[config.mk]
export PLATFORM = sky130hd
export DESIGN_NAME = dp_alu
export DESIGN_NICKNAME = d
export VERILOG_FILES = /design/src/rtl/dp_alu_pkg.sv /design/src/rtl/dp_op_decode.sv /design/src/rtl/dp_adder.sv /design/src/rtl/dp_logic_unit.sv /design/src/rtl/dp_flag_unit.sv /design/src/rtl/dp_alu.sv
export SDC_FILE = /design/constraint.sdc
export NUM_CORES = 1
export LEC_CHECK = 0
export ABC_AREA = 1
export BUFFER_PORTS_ARGS = -buffer_cell sky130_fd_sc_hd__buf_2
export CAP_MARGIN = 20
export CORE_MARGIN = 4
export CORE_UTILIZATION = 40
export DETAILED_ROUTE_END_ITERATION = 8
export RECOVER_POWER = 100
export SLEW_MARGIN = 15
export SYNTH_ARGS = -nofsm -noshare
export SYNTH_HDL_FRONTEND = slang
export SYNTH_SLANG_ARGS = --single-unit
[constraint.sdc]
create_clock -name vclk -period 9.06
set_input_delay 2.265 -clock vclk [all_inputs]
set_output_delay 2.265 -clock vclk [all_outputs]
set_load 0.02 [all_outputs]
[src/rtl/dp_alu_pkg.sv]
// Shared definitions for the data-processing ALU: operation codes,
// per-operation control word and the condition flag layout.
package dp_alu_pkg;

    localparam int FLAG_W = 4;

    // Operation codes; the numeric values are part of the block interface.
    typedef enum logic [3:0] {
        OP_AND    = 4'h0,
        OP_XOR    = 4'h1,
        OP_SUB    = 4'h2,
        OP_RSUB   = 4'h3,
        OP_ADD    = 4'h4,
        OP_ADDC   = 4'h5,
        OP_SUBC   = 4'h6,
        OP_RSUBC  = 4'h7,
        OP_TSTAND = 4'h8,
        OP_TSTXOR = 4'h9,
        OP_CMPSUB = 4'hA,
        OP_CMPADD = 4'hB,
        OP_OR     = 4'hC,
        OP_MOVB   = 4'hD,
        OP_CLR    = 4'hE,
        OP_MOVNB  = 4'hF
    } dp_op_e;

    // Source of the adder carry-in.
    typedef enum logic [1:0] {
        CIN_ZERO = 2'd0,
        CIN_ONE  = 2'd1,
        CIN_FLAG = 2'd2
    } cin_sel_e;

    // Function of the bitwise unit.
    typedef enum logic [2:0] {
        LF_AND   = 3'd0,
        LF_OR    = 3'd1,
        LF_XOR   = 3'd2,
        LF_CLR   = 3'd3,
        LF_PASS  = 3'd4,
        LF_NPASS = 3'd5
    } logic_fn_e;

    // Decoded control for one operation.
    typedef struct packed {
        logic      inv_a;
        logic      inv_b;
        cin_sel_e  cin_sel;
        logic      is_arith;
        logic      flag_only;
        logic_fn_e lfn;
    } dp_ctrl_t;

    // Flags; N lands in the most significant bit of the packed vector.
    typedef struct packed {
        logic n;
        logic z;
        logic c;
        logic v;
    } dp_flags_t;

endpackage

[src/rtl/dp_op_decode.sv]
// Operation decoder.
// Turns the 4-bit operation code into adder and bitwise-unit controls.
// Assumes the code space is fully populated; every value has a meaning.
module dp_op_decode
    import dp_alu_pkg::*;
(
    input  logic [3:0] opcode,
    output dp_ctrl_t   ctrl
);

    dp_op_e op;
    assign op = dp_op_e'(opcode);

    // Map each operation onto operand inversion, carry source and class.
    always_comb begin
        ctrl = '{inv_a: 1'b0, inv_b: 1'b0, cin_sel: CIN_ZERO,
                 is_arith: 1'b0, flag_only: 1'b0, lfn: LF_AND};
        unique case (op)
            OP_AND:    ctrl.lfn = LF_AND;
            OP_XOR:    ctrl.lfn = LF_XOR;
            OP_OR:     ctrl.lfn = LF_OR;
            OP_CLR:    ctrl.lfn = LF_CLR;
            OP_MOVB:   ctrl.lfn = LF_PASS;
            OP_MOVNB:  ctrl.lfn = LF_NPASS;
            OP_TSTAND: begin ctrl.lfn = LF_AND; ctrl.flag_only = 1'b1; end
            OP_TSTXOR: begin ctrl.lfn = LF_XOR; ctrl.flag_only = 1'b1; end
            OP_ADD:    ctrl.is_arith = 1'b1;
            OP_ADDC:   begin ctrl.is_arith = 1'b1; ctrl.cin_sel = CIN_FLAG; end
            OP_SUB:    begin ctrl.is_arith = 1'b1; ctrl.inv_b = 1'b1; ctrl.cin_sel = CIN_ONE; end
            OP_RSUB:   begin ctrl.is_arith = 1'b1; ctrl.inv_a = 1'b1; ctrl.cin_sel = CIN_ONE; end
            OP_SUBC:   begin ctrl.is_arith = 1'b1; ctrl.inv_b = 1'b1; ctrl.cin_sel = CIN_FLAG; end
            OP_RSUBC:  begin ctrl.is_arith = 1'b1; ctrl.inv_a = 1'b1; ctrl.cin_sel = CIN_FLAG; end
            OP_CMPSUB: begin ctrl.is_arith = 1'b1; ctrl.inv_b = 1'b1; ctrl.cin_sel = CIN_ONE;
                             ctrl.flag_only = 1'b1; end
            OP_CMPADD: begin ctrl.is_arith = 1'b1; ctrl.flag_only = 1'b1; end
            default:   ctrl.lfn = LF_AND;
        endcase
    end

    // Guard: never invert both adder inputs at once.
    always_comb begin
        a_r2_single_invert: assert (!(ctrl.inv_a && ctrl.inv_b))
            else $error("decoder inverts both operands");
    end

endmodule

[src/rtl/dp_adder.sv]
// Adder with optional input inversion.
// Computes x + y + cin, where x and y are the operands, each optionally
// complemented. It reports the carry out and the signed overflow.
// Assumes at most one operand is inverted per operation.
module dp_adder #(
    parameter int WIDTH = 32
) (
    input  logic [WIDTH-1:0] opa,
    input  logic [WIDTH-1:0] opb,
    input  logic             inv_a,
    input  logic             inv_b,
    input  logic             cin,
    output logic [WIDTH-1:0] sum,
    output logic             cout,
    output logic             ovf
);

    localparam int MSB = WIDTH - 1;

    logic [WIDTH-1:0] x;
    logic [WIDTH-1:0] y;

    // Conditionally complement the operands ahead of the carry chain.
    always_comb begin
        x = inv_a ? ~opa : opa;
        y = inv_b ? ~opb : opb;
    end

    // Full-width addition with carry out.
    always_comb begin
        {cout, sum} = {1'b0, x} + {1'b0, y} + {{WIDTH{1'b0}}, cin};
    end

    // Overflow: like-signed adder inputs producing an opposite-signed sum.
    always_comb begin
        ovf = (x[MSB] == y[MSB]) && (sum[MSB] != x[MSB]);
    end

    // Guard: subtracting equal operands gives zero without a borrow.
    always_comb begin
        if (inv_b && !inv_a && cin && (opa == opb)) begin
            a_r2_equal_sub: assert ((sum == '0) && cout && !ovf)
                else $error("a-a not zero with carry");
        end
    end

endmodule

[src/rtl/dp_logic_unit.sv]
// Bitwise unit: AND, OR, XOR, clear-bits and the two moves of B.
// Assumes B already carries any shift applied to the second operand.
module dp_logic_unit
    import dp_alu_pkg::*;
#(
    parameter int WIDTH = 32
) (
    input  logic [WIDTH-1:0] opa,
    input  logic [WIDTH-1:0] opb,
    input  logic_fn_e        lfn,
    output logic [WIDTH-1:0] res
);

    // Select the bitwise function.
    always_comb begin
        unique case (lfn)
            LF_AND:   res = opa & opb;
            LF_OR:    res = opa | opb;
            LF_XOR:   res = opa ^ opb;
            LF_CLR:   res = opa & ~opb;
            LF_PASS:  res = opb;
            LF_NPASS: res = ~opb;
            default:  res = opa & opb;
        endcase
    end

    // Guard: clearing leaves no bit that B had set.
    always_comb begin
        if (lfn == LF_CLR) begin
            a_r4_clear_disjoint: assert ((res & opb) == '0)
                else $error("clear left bits of b");
        end
    end

endmodule

[src/rtl/dp_flag_unit.sv]
// Next-flag generator.
// Arithmetic operations take all four flags from the adder. Bitwise
// operations take C from the shifter and keep V. Without an update the
// flags pass through unchanged.
// Assumes value is the operation's full result, also for flag-only operations.
module dp_flag_unit
    import dp_alu_pkg::*;
#(
    parameter int WIDTH = 32
) (
    input  logic             update,
    input  logic             is_arith,
    input  logic [WIDTH-1:0] value,
    input  logic             add_cout,
    input  logic             add_ovf,
    input  logic             shift_carry,
    input  dp_flags_t        flags_in,
    output dp_flags_t        flags_out
);

    localparam int MSB = WIDTH - 1;

    logic      is_zero;
    dp_flags_t fresh;

    // Zero detection over the whole value.
    always_comb begin
        is_zero = (value == '0);
    end

    // Assemble updated flags according to the operation class.
    always_comb begin
        fresh.n = value[MSB];
        fresh.z = is_zero;
        fresh.c = is_arith ? add_cout : shift_carry;
        fresh.v = is_arith ? add_ovf  : flags_in.v;
    end

    // Choose between updated and held flags.
    always_comb begin
        flags_out = update ? fresh : flags_in;
    end

endmodule

[src/rtl/dp_alu.sv]
// Data-processing ALU, top level.
// Combinational. It runs one of sixteen operations on A and a pre-shifted B.
// It drives the value, a destination write-enable and the next {N,Z,C,V}.
// Assumes the flag vectors hold N,Z,C,V in bits 3..0.
module dp_alu
    import dp_alu_pkg::*;
#(
    parameter int WIDTH = 32
) (
    input  logic [3:0]        opcode,
    input  logic              set_flags,
    input  logic [WIDTH-1:0]  a,
    input  logic [WIDTH-1:0]  b,
    input  logic              shift_carry,
    input  logic [FLAG_W-1:0] flags_in,
    output logic [WIDTH-1:0]  result,
    output logic              result_we,
    output logic [FLAG_W-1:0] flags_out
);

    localparam int MSB = WIDTH - 1;

    dp_ctrl_t         ctrl;
    dp_flags_t        cur_flags;
    dp_flags_t        nxt_flags;
    logic             add_cin;
    logic [WIDTH-1:0] add_sum;
    logic             add_cout;
    logic             add_ovf;
    logic [WIDTH-1:0] log_res;
    logic             do_update;

    assign cur_flags = dp_flags_t'(flags_in);

    dp_op_decode u_decode (
        .opcode (opcode),
        .ctrl   (ctrl)
    );

    // Carry-in source for the adder.
    always_comb begin
        unique case (ctrl.cin_sel)
            CIN_ONE:  add_cin = 1'b1;
            CIN_FLAG: add_cin = cur_flags.c;
            default:  add_cin = 1'b0;
        endcase
    end

    dp_adder #(.WIDTH(WIDTH)) u_adder (
        .opa   (a),
        .opb   (b),
        .inv_a (ctrl.inv_a),
        .inv_b (ctrl.inv_b),
        .cin   (add_cin),
        .sum   (add_sum),
        .cout  (add_cout),
        .ovf   (add_ovf)
    );

    dp_logic_unit #(.WIDTH(WIDTH)) u_logic (
        .opa (a),
        .opb (b),
        .lfn (ctrl.lfn),
        .res (log_res)
    );

    // Result select, write-enable and update request.
    always_comb begin
        result    = ctrl.is_arith ? add_sum : log_res;
        result_we = !ctrl.flag_only;
        do_update = ctrl.flag_only || set_flags;
    end

    dp_flag_unit #(.WIDTH(WIDTH)) u_flags (
        .update      (do_update),
        .is_arith    (ctrl.is_arith),
        .value       (result),
        .add_cout    (add_cout),
        .add_ovf     (add_ovf),
        .shift_carry (shift_carry),
        .flags_in    (cur_flags),
        .flags_out   (nxt_flags)
    );

    assign flags_out = nxt_flags;

    // Port-level guards relating the opcode, result and flags.
    always_comb begin
        a_r5_no_write: assert (!((opcode[3:2] == 2'b10) && result_we))
            else $error("flag-only opcode wrote a result");
        if (opcode[3:2] == 2'b10) begin
            a_r7_zero_flag: assert (flags_out[2] == (result == '0))
                else $error("Z disagrees with value");
            a_r9_neg_flag: assert (flags_out[3] == result[MSB])
                else $error("N disagrees with value");
        end
        if (!set_flags && (opcode[3:2] != 2'b10)) begin
            a_r6_hold: assert (flags_out == flags_in)
                else $error("flags changed without request");
        end
    end

endmodule

* Yosys cells after proc, flatten, opt, wreduce, memory -nomap -nowiden
Cells that the tools add are included.
Word-level totals: register bits after elaboration 0, bits in latches 0, RAM bits 0, bits in read-only memories 0, input bits 74, logic and storage cells 57, memories kept 0
Cells by class: $add $sub $neg 2, multipliers 0, div/mod/pow operators 0, order comparisons 0, equal/unequal tests 24, shift operators 0, multiplexer cells 14, bitwise gates (word level) 6, reductions and logical operators 11
Operators with widths (number):
- one-hot mux 32 bit (5 select lines) | 1
- 2-to-1 mux 32 bit | 3
- bitwise AND 32 bit | 2
- inverter 32 bit | 2
- adder 32 x 32 -> 33 bit | 1
- adder 33 x 1 -> 33 bit | 1
- equality test 4 bit, second input constant | 8
- zero test 32 bit | 1
- OR 32 bit | 1
- bitwise XOR 32 bit | 1
- equality test 4 x 3 -> 1 bit, second input constant | 4
- one-hot mux 3 bit (5 select lines) | 1
- OR reduction 3 bit | 3
- equality test 4 x 2 -> 1 bit, second input constant | 2
- OR reduction 8 bit | 1
- equality test 3 x 2 -> 1 bit, second input constant | 2
- equality test 3 bit, second input constant | 2
- 2-to-1 mux 1 bit | 6
- equality test 4 x 1 -> 1 bit, second input constant | 1
- 2-to-1 mux 4 bit | 1
- one-hot mux 2 bit (2 select lines) | 1
- OR reduction 2 bit | 2
- OR reduction 4 bit | 1
- equality test 3 x 1 -> 1 bit, second input constant | 1
- 8 further kinds | 8

* Depth between registers and ports, before layout
Gate-level depths: netlist of the first run.
depth after elaboration 10, mapped depth 28, gate-level depth less buffers 27

* Hierarchy
From an unflattened synthesis of the first run, not the netlist that was laid out.
Second synthesis, totals: cells, all modules 1216, area total of the unflattened synthesis 6412.4 µm²
By module, submodules not included:
- dp_adder | times used 1, cells an instance 508, area an instance 2825.2 µm², seq. area each 0.0 µm²
- dp_logic_unit | times used 1, cells an instance 535, area an instance 2646.3 µm², seq. area each 0.0 µm²
- dp_alu | times used 1, cells an instance 112, area an instance 668.1 µm², seq. area each 0.0 µm²
- dp_flag_unit | times used 1, cells an instance 40, area an instance 180.2 µm², seq. area each 0.0 µm²
- dp_op_decode | times used 1, cells an instance 21, area an instance 92.6 µm², seq. area each 0.0 µm²

* Worst setup path before layout of the first run
OpenSTA, ideal clock, no wires.
path kind input port to output port, from input port opcode[0], to output port flags_out[2], data arrival time 5242 ps, required time 6795 ps, path slack 1553 ps, stages 26, path buffers 1, cells stage by stage buf_2 > inv_1 > nand2_1 > a21oi_1 > inv_1 > ha_1 > o21bai_1 > fa_1 > inv_1 > fa_1 > nand3_1 > nand3_1 > nand2_1 > nand2_1 > nand2_1 > nand2_1 > nand2_1 > nand2_1 > nand2_1 > nand3_1 > nand2_1 > nor2_1 > nand2_1 > nor2_1 > nand3_1 > nand2_1
Between the ends: cells in the longest elaborated chain, start to end 9, elaborated cells between the ends (all ways) 45, those cells by class 2 x add/sub; 22 x eq/ne; 12 x mux; 9 x reduce/logical
RTL lines:
- start: declaration | RTL line dp_alu.sv:10 | input logic [3:0] opcode,
- equality test 4 x 2 -> 1 bit, or another cell as far along | RTL line dp_op_decode.sv:18 | unique case (op)
- OR reduction 3 bit (no line) / OR reduction 2 bit (equally long branches)
- 2-to-1 mux 1 bit / one-hot mux 2 bit (2 select lines) (equally long branches) | RTL line dp_op_decode.sv:18
- 2-to-1 mux 32 bit, or another cell as far along | RTL line dp_adder.sv:26 | y = inv_b ? ~opb : opb;
- adder 32 x 32 -> 33 bit / one-hot mux 1 bit (2 select lines) (equally long branches) | RTL line dp_adder.sv:31, dp_alu.sv:42
- adder 33 x 1 -> 33 bit | RTL line dp_adder.sv:31 | {cout, sum} = {1'b0, x} + {1'b0, y} + {{WIDTH{1'b0}}, cin};
- 2-to-1 mux 32 bit (*) | RTL line dp_alu.sv:69 | result = ctrl.is_arith ? add_sum : log_res;
- named net result[30] | RTL line dp_alu.sv:16 | output logic [WIDTH-1:0] result,
- zero test 32 bit (*) | RTL line dp_flag_unit.sv:28 | is_zero = (value == '0);
- 2-to-1 mux 4 bit (*) | RTL line dp_flag_unit.sv:41 | flags_out = update ? fresh : flags_in;
- end: declaration | RTL line dp_alu.sv:18 | output logic [FLAG_W-1:0] flags_out
Mark *: on every way through the listed nets, which the timed path passes. The rest lies on a longest branch.

* Worst setup path after layout of the first run
from input port opcode[3], to output port flags_out[2]
Between the ends: cells in the longest elaborated chain, start to end 9, elaborated cells between the ends (all ways) 45, those cells by class 2 x add/sub; 22 x eq/ne; 12 x mux; 9 x reduce/logical
RTL lines (RTL line):
- equality test 4 x 2 -> 1 bit, or another cell as far along | dp_op_decode.sv:18
- OR reduction 3 bit (no line) / OR reduction 2 bit (equally long branches)
- 2-to-1 mux 1 bit / one-hot mux 2 bit (2 select lines) (equally long branches) | dp_op_decode.sv:18
- 2-to-1 mux 32 bit, or another cell as far along | dp_adder.sv:26
- adder 32 x 32 -> 33 bit / one-hot mux 1 bit (2 select lines) (equally long branches) | dp_adder.sv:31, dp_alu.sv:42
- adder 33 x 1 -> 33 bit | dp_adder.sv:31
- 2-to-1 mux 32 bit | dp_alu.sv:69
- zero test 32 bit | dp_flag_unit.sv:28
- 2-to-1 mux 4 bit (*) | dp_flag_unit.sv:41
Mark *: on every way between the ends. The rest lies on a longest branch, timed or not.

==> out/metrics.yaml, run 1 <==
p_leak_uw: 0.003866
maxCapViolations: 0
grt_pass1_wl_um: 32870
critPathCaptureType: "output port"
gp_congestion: 0.9821
grt_overflow_total: 0
critPathMostFrequentCell: "nand2_1"
start_kind: "primary input"
drc: 0
rsz0062_at_grt: "false"
finalNetCount: 1388
path_cells: "clkbuf_1 > inv_1 > nand3_2 > xor2_1 > fa_1 > inv_1 > fa_1 > nand3_1 > nand3_1 > nand2_1 > nand2_1 > nand2_1 > nand2_1 > nand2_1 > nand2_1 > nand2_1 > nand3_1 > nand2_1 > nor2_1 > nand2_1 > nor2_1 > nand3_1 > nand2_1 > buf_2"
fin_tns_setup_ns: 0
worstMarginPinSlew_ns: 0.8612
critPathMaxFanout: 24
drtAntennaViolNets: 0
peakVddDrop_v: 0.00006471
grt_max_degree: 39
clkbuf_count: 0
syn2layout_area_growth_pct: 10.67
slew-limit-headroom_pct: 42.52
dp_hpwl_um: 16620
viasPerCell: 5.013
status: "finished, final reports clean"
cts_setup_buffers: 0
dpl_worst_slack_ns: 0.6066
slowest_stage: "nand3_2"
first_pass_iters: 5
seq_area_frac_synth_pct: 0
grt_usage_pct: 24.04
final_util_pct: 45.85
drive_gt1_share_pct: 8.112
crit_type: "in -> out"
die-height_um: 128.8
routedWlPerCell_um: 14.35
crit_required_ns: 6.80
antenna_found_initial: 0
antenna_cells: 0
wl_um: 20450
gr-usage-met2_pct: 38.41
core_um2: 14100
final_common_cell: "nand2_1"
whs_ns: 4.852
met3_usage_pct: 1.411
grt_use_met1_pct: 36.45
place.port_buffers: 111
hold_viol: 0
max_stage_delay_ns: 0.65
grt_pass1_vias: 6621
start_util_pct: 41.43
path_delay_family: "simple AND/OR/NAND/NOR gates"
report.final.slew_viol_count: 0
worstPathArrival_ns: 6.30
die_w_um: 128.8
syn_area_per_cell_um2: 5.026
syn_area_um2: 5841
layout_min_cycle_time_ns: 8.566
setup_viol: 0
rows: 43
cts-resized-gates: 0
yosysWarnings: 0
final_cell_mix: "393 x nand2_1, 218 x inv_1, 117 x nor2_1"
ys_types: 35
hp-class: "in -> out"
synth_cells: 1162
floorplan.die_area_um2: 16600
finalCritPeriodShare_pct: 94.55
vias: 7144
crit_buf_inv: 4
p_per_area_nw_per_um2: 92.37
fin_cells: 1425
timing.fmax_ghz: 0.1167
drtIter0Drc: 530
pin_count: 111
area.sequential_um2: 0
seq_cell_count: 0
finalWorstSetupSlack_ns: 0.4942
hold_buffers: 0
syn-num-nets: 1303
gr-max-usage-layer: "met2"
dp_cells: 1425
-- routing by layer --
layer	routed length [um]	up-vias
met5	0	-
met3	1407	17
met4	217	0
met2	8671	238
met1	10160	3123
li1	-	3766
-- tightest hold or removal path, cell delays in order --
cell and delay (ns):
buf_2 0.07, nand2_1 0.04, nand2_1 0.05, buf_2 0.15
-- Yosys cell counts, types with 2 or more instances --
master | instances | area, um^2
nand2_1 | 394 | 1479
inv_1 | 218 | 818.3
nor2_1 | 119 | 446.7
nand3_1 | 80 | 400.4
xor2_1 | 72 | 630.6
ha_1 | 65 | 813.3
o21ai_0 | 62 | 310.3
a21oi_1 | 35 | 175.2
buf_2 | 14 | 70.07
o211ai_1 | 12 | 90.09
o21ai_1 | 11 | 55.05
clkbuf_1 | 9 | 33.78
nand4_1 | 8 | 50.05
o31ai_1 | 8 | 60.06
buf_1 | 7 | 26.28
nor3_1 | 6 | 30.03
nand3b_1 | 5 | 37.54
nor4_1 | 4 | 25.02
o21bai_1 | 4 | 30.03
o221ai_1 | 4 | 35.03
and2_1 | 3 | 18.77
buf_4 | 3 | 22.52
or2_2 | 3 | 18.77
buf_6 | 2 | 22.52
fa_1 | 2 | 40.04
inv_4 | 2 | 12.51
nand2_2 | 2 | 12.51
-- logic make-up (layout without fill, tap and decap cells) --
family / Yosys count / count (layout) / share of synthesized area, %
compound gates: 138 / 138 / 13.18
fa+ha+maj: 67 / 67 / 14.61
xor+xnor: 73 / 73 / 10.95
simple gates: 628 / 628 / 43.98
buf+inv: 256 / 339 / 17.29
-- cell type report --
type	count	area (um^2)
well taps	180	225.2
multi-input cells	906	4838
repair buffers	118	565.5
inverters	221	834.6
fillers	1639	7632
-- metrics by stage --
step	total power (uW)	area, um^2
final	597.0	6464
after global routing	669.6	6464
after CTS	599.8	6511
after detailed placement	597.1	6511
after global placement	599.5	6511
after floorplan	426.2	5841
-- report_power, final --
group | total [uW] | internal, uW | leakage [uW] | switching (uW)
sequential | 0 | 0 | 0 | 0
combinational | 597 | 189 | 0.00387 | 408
clock | 0 | 0 | 0 | 0
total | 597 | 189 | 0.00387 | 408
-- path summary, 6_finish.rpt --
kind	slack, ns	end	depth (start not counted)	from
setup / recovery	0.49	flags_out[2]	24	opcode[3]
hold / removal	4.85	flags_out[2]	4	flags_in[2]
Power figures use the tool's default switching activity.
==> inputs of run 2 (changes only) <==
- SYNTH_HIERARCHICAL: unset -> 1
==> run 2 against run 1 <==
Setup slack improved by 0.12 ns. Design area grew 9.5%. Die area rose by 9.2%. Sequential share of layout area unchanged. Synthesized cell count is 4.6% higher. Highest routed layer unchanged.
==> out/metrics.yaml, run 2 <==
yosys.area.top_type: "nand2_1"
seq_cell_count: 0  # unchanged
clkbuf_count: 0  # unchanged
gp_congestion: 1.069  # +8.8%
critPathMaxFanout: 41  # +71%
maxCapViolations: 0  # unchanged
grt_pass1_wl_um: 37170  # +13%
synth_most_common_cell: "nand2_1"
finalNetCount: 1435  # +3.4%
final_area_um2: 7076  # +9.5%
rows: 46  # +7.0%
syn_area_um2: 6412  # +9.8%
ys_types: 33  # -5.7%
hp-class: "in -> out"
finalCritPeriodShare_pct: 93.18  # -1.4 points
grt_use_met1_pct: 35.13  # -1.3 points
seq_area_frac_synth_pct: 0  # unchanged
viasPerCell: 5.253  # +4.8%
place_area_um2: 7118  # +9.3%
critPathCaptureType: "output port"
drtAntennaViolNets: 0  # unchanged
floorplan.die_area_um2: 18120  # +9.2%
start_util_pct: 40.66  # -0.77 points
p_leak_uw: 0.004206  # +8.8%
hold_viol: 0  # unchanged
pin_count: 111  # unchanged
rsz0062_at_grt: "false"
final_common_cell: "nand2_1"
start_kind: "primary input"
synth_common_cells: "331 x nand2_1, 214 x inv_1, 122 x nand3_1"
status: "finished, final reports clean"
whs_ns: 4.855  # +0.003060 ns
slowest_stage: "clkbuf_2"
die_w_um: 134.6  # +4.5%
fin_tns_setup_ns: 0  # unchanged
layout_min_cycle_time_ns: 8.442  # -0.1239 ns
wl_um: 23490  # +15%
max_stage_delay_ns: 0.78  # +0.13 ns
setup_viol: 0  # unchanged
syn-num-nets: 1357  # +4.1%
crit_type: "in -> out"
worstPathArrival_ns: 6.18  # -0.12 ns
syn_area_per_cell_um2: 5.273  # +4.9%
timing.fmax_ghz: 0.1185  # +1.5%
hold_buffers: 0  # unchanged
core_um2: 15770  # +12%
area.sequential_um2: 0  # unchanged
slew-limit-headroom_pct: 41.00  # -1.5 points
synth_top_area_share_pct: 19.38  # -5.9 points
fillers: 1834  # +12%
antenna_cells: 0  # unchanged
worstMarginPinSlew_ns: 0.8818  # +0.02066 ns
first_pass_iters: 5  # unchanged
grt_usage_pct: 24.77  # +0.73 points
p_per_area_nw_per_um2: 94.76  # +2.6%
peakVddDrop_v: 0.00004937  # -24%
routedWlPerCell_um: 15.58  # +8.5%
cts-resized-gates: 0  # unchanged
vias: 7921  # +11%
drc: 0  # unchanged
report.final.slew_viol_count: 0  # unchanged
grt_overflow_total: 0  # unchanged
die-height_um: 134.6  # +4.5%
grt_pass1_vias: 7069  # +6.8%
met3_usage_pct: 1.677  # +0.27 points
synth_area_leaders: "nand2_1 19%, ha_1 13%, inv_1 13%"
final_cell_mix: "330 x nand2_1, 213 x inv_1, 122 x nand3_1"
antenna_found_initial: 0  # unchanged
synth_cells: 1216  # +4.6%
gr-usage-met2_pct: 42.09  # +3.7 points
final_util_pct: 44.87  # -0.99 points
place.port_buffers: 111  # unchanged
yosysWarnings: 6  # +6
drtIter0Drc: 687  # +30%
syn2layout_area_growth_pct: 10.34
dp_hpwl_um: 19220  # +16%
crit_required_ns: 6.80  # about the same
gr-max-usage-layer: "met2"
path_cells: "clkbuf_1 > nand2_2 > nor2_4 > clkbuf_2 > nor3_1 > nor2_1 > nand3_1 > nand2_1 > inv_1 > o21ai_0 > nor2_1 > nand3_1 > nor2_1 > nand2_1 > nand2_1 > clkbuf_1"
cts_setup_buffers: 0  # unchanged
grt_max_degree: 42  # +7.7%
drive_gt1_share_pct: 12.85  # +4.7 points
-- run 2: cell types whose count changed after synthesis, sizes merged, moves of 5 or more --
| cell | before | now |
|---|---|---|
| o31ai | 8 | 0 |
| buf | 26 | 43 |
| a21oi | 35 | 73 |
| nor3 | 7 | 14 |
| o211ai | 12 | 1 |
| nand3b | 5 | 0 |
| nand2 | 397 | 343 |
| nand4 | 8 | 72 |
| clkbuf | 9 | 15 |
| nand3 | 81 | 122 |
| nor2 | 120 | 105 |
| o21ai | 73 | 49 |
-- run 2: layer usage --
layer	vias up	routed length (um)	share of wire, %
met5	-	0	0
met4	0	342	1.5
met3	16	1494	6.4
met2	287	11030	47
met1	3583	10620	45
li1	4035	-	-
-- run 2: area by class of cell --
class	count	area (um^2)	share of cell area [%]
Tap cell	216	270.3	3.820
Inverter	218	818.3	11.56
Timing Repair Buffer	134	690.7	9.761
Multi-Input combinational cell	940	5296	74.85
-- run 2: through the flow --
step	total power (uW)	std cells	setup slack [ns]
after floorplan	471.6	1216	1.666
after global placement	669.9	1508	1.068
after detailed placement	668.0	1508	1.019
after CTS	671.3	1508	1.012
after global routing	740.6	1508	0.3326
final	670.5	1508	0.6181
-- run 2: worst paths after layout --
check   startpoint           end  slack (ns)  cells past startpoint
min    flags_in[0]  flags_out[0]        4.86                      4
max      opcode[3]  flags_out[2]        0.62                     16
-- run 2: cells by family after synthesis --
group	synth area share [%]
fa+ha+maj	13.31
xor+xnor	11.06
mux	0.3122
buf+inv	17.87
simple gates	45.11
compound gates	12.33
-- run 2: where the power goes --
part | internal [uW] | total, uW | switching (uW)
Sequential | 0 | 0 | 0
Combinational | 211 | 670 | 460
Clock | 0 | 0 | 0
-- run 2: critical path, delay by kind of cell --
family / cells / cell delay, ns
AOI/OAI and AO/OA: 1 / 0.44
and+or+nand+nor: 11 / 2.26
buffers and inverters: 4 / 1.19
==> inputs of run 3 (changes only) <==
- CELL_PAD_IN_SITES_DETAIL_PLACEMENT: unset -> 1
- CELL_PAD_IN_SITES_GLOBAL_PLACEMENT: unset -> 2
- CORE_UTILIZATION: 40 -> 29
- PLACE_DENSITY_LB_ADDON: unset -> 0.1
- clock period: 9.06 -> 9.5 ns (I/O delays scaled with it)
==> run 3 against run 2 <==
The run now ends with capacitance limit, slew limit left. Via count shrank 0.68%. Total power fell by 2.6%. Sequential share of layout area did not move. Clock-buffer cell count unchanged. Critical endpoint unchanged. Largest power group unchanged. Highest routed layer unchanged.
==> out/metrics.yaml, run 3 (synthesized netlist as in run 2, its figures left out) <==
peakVddDrop_v: 0.00003867  # -22%
hold_viol: 0  # unchanged
crit_type: "in -> out"
grt_pass1_vias: 7916  # +12%
met2_wirelength_um: 13090  # +19%
grt_max_degree: 66  # +57%
die_w_um: 156.7  # +16%
grt_usage_pct: 22.45  # -2.3 points
met3WireLength_um: 753  # -50%
wl_met1_um: 14100  # +33%
vias: 7867  # -0.68%
p_per_area_nw_per_um2: 91.66  # -3.3%
antenna_cells: 0  # unchanged
setup_viol: 0  # unchanged
crit_buf_inv: 6  # +2
first_pass_iters: 5  # unchanged
gp_congestion: 0.8548  # -20%
drive_gt1_share_pct: 12.21  # -0.64 points
critPathMostFrequentCell: "nand2_1"
grt_pass1_wl_um: 44170  # +19%
slowest_stage: "fa_1"
grt_overflow_total: 0  # unchanged
wl_um: 28260  # +20%
dr.max_layer_used: "met4"
report.final.slew_viol_count: 16  # +16
pin_count: 111  # unchanged
area.sequential_um2: 0  # unchanged
worstMarginPinSlew_ns: 1.560  # +0.6784 ns
path_delay_family: "simple AND/OR/NAND/NOR gates"
final_cell_mix: "330 x nand2_1, 213 x inv_1, 122 x nand3_1"
fillers: 3109  # +70%
holdCritStartpoint: "flags_in[3]"
drtIter0Drc: 301  # -56%
dp_hpwl_um: 23030  # +20%
syn2layout_area_growth_pct: 11.10
critPathCaptureType: "output port"
start_kind: "primary input"
place.port_buffers: 111  # unchanged
finalCritPeriodShare_pct: 92.19
maxCapViolations: 1  # +1
max_stage_delay_ns: 0.50  # -0.28 ns
die-height_um: 156.7  # +16%
crit_required_ns: 7.13  # +0.33 ns
fin_tns_setup_ns: 0  # unchanged
min_path_cells: 4  # unchanged
start_util_pct: 29.47  # -11 points
final_common_cell: "nand2_1"
final_util_pct: 32.75  # -12 points
cts-resized-gates: 0  # unchanged
dpl_worst_slack_ns: 0.8214  # -0.1974 ns
slew-limit-headroom_pct: -4.400  # -45 points
drtAntennaViolNets: 0  # unchanged
drc: 0  # unchanged
status: "finished with violations"
antenna_found_initial: 0  # unchanged
dp_cells: 1566  # +3.8%
viasPerCell: 5.024  # -4.4%
clkbuf_count: 0  # unchanged
core_um2: 21760  # +38%
routedWlPerCell_um: 18.04  # +16%
fin_cells: 1566  # +3.8%
rsz0062_at_grt: "false"
hp-class: "in -> out"
floorplan.die_area_um2: 24550  # +36%
layout_min_cycle_time_ns: 8.758
critPathMaxFanout: 5  # -88%
worstPathArrival_ns: 6.38  # +0.20 ns
finalWorstSetupSlack_ns: 0.7418  # +0.1237 ns
timing.fmax_ghz: 0.1142
rows: 54  # +17%
hold_buffers: 0  # unchanged
power_uw: 653.0  # -2.6%
seq_cell_count: 0  # unchanged
violations: "capacitance limit, slew limit"
finalNetCount: 1429  # -0.42%
min_to: "flags_out[3]"
p_leak_uw: 0.004173  # -0.78%
cts_setup_buffers: 0  # unchanged
==> run 3: worst max-delay path by stage <==
stage / start / endpoint / slack (ns) / cells after the start
finish: opcode[2] / flags_out[2] / 0.74 / 25
global route: opcode[3] / flags_out[2] / 0.42 / 18
CTS: opcode[2] / flags_out[2] / 0.81 / 25
detailed placement: opcode[2] / flags_out[2] / 0.82 / 25
global placement: opcode[2] / flags_out[2] / 0.87 / 25
floorplan: opcode[0] / flags_out[2] / 1.89 / 27
==> run 3: worst min-delay path, stage by stage <==
cell	delay (ns)
buf_2	0.07
nand2_1	0.04
nand2_1	0.04
buf_2	0.15
==> run 3: report_power, final <==
group	leakage, uW	switching, uW	internal [uW]
Clock	0	0	0
Sequential	0	0	0
Combinational	0.00417	455	198
Total	0.00417	455	198
==> run 3: per-stage QoR <==
| step | area (um^2) | hold slack (ns) |
|---|---|---|
| after CTS | 7171 | 5.061 |
| final | 7124 | 5.058 |
| after floorplan | 6412 | 4.915 |
| after detailed placement | 7171 | 5.061 |
| after global placement | 7171 | 5.067 |
| after global routing | 7124 | 5.079 |
==> run 3: cell type report <==
cell class,instances,area [um^2],area share (%)
Tap cell,280,350.3,4.917
Inverter,218,818.3,11.49
Multi-Input combinational cell,940,5310,74.53
Timing Repair Buffer,128,645.6,9.062
==> run 3: layer usage <==
layer	up-vias	GRT usage, %
met5	-	0
met4	0	1.983
met3	14	0.4978
met2	119	38.10
met1	3719	32.99
li1	4015	-
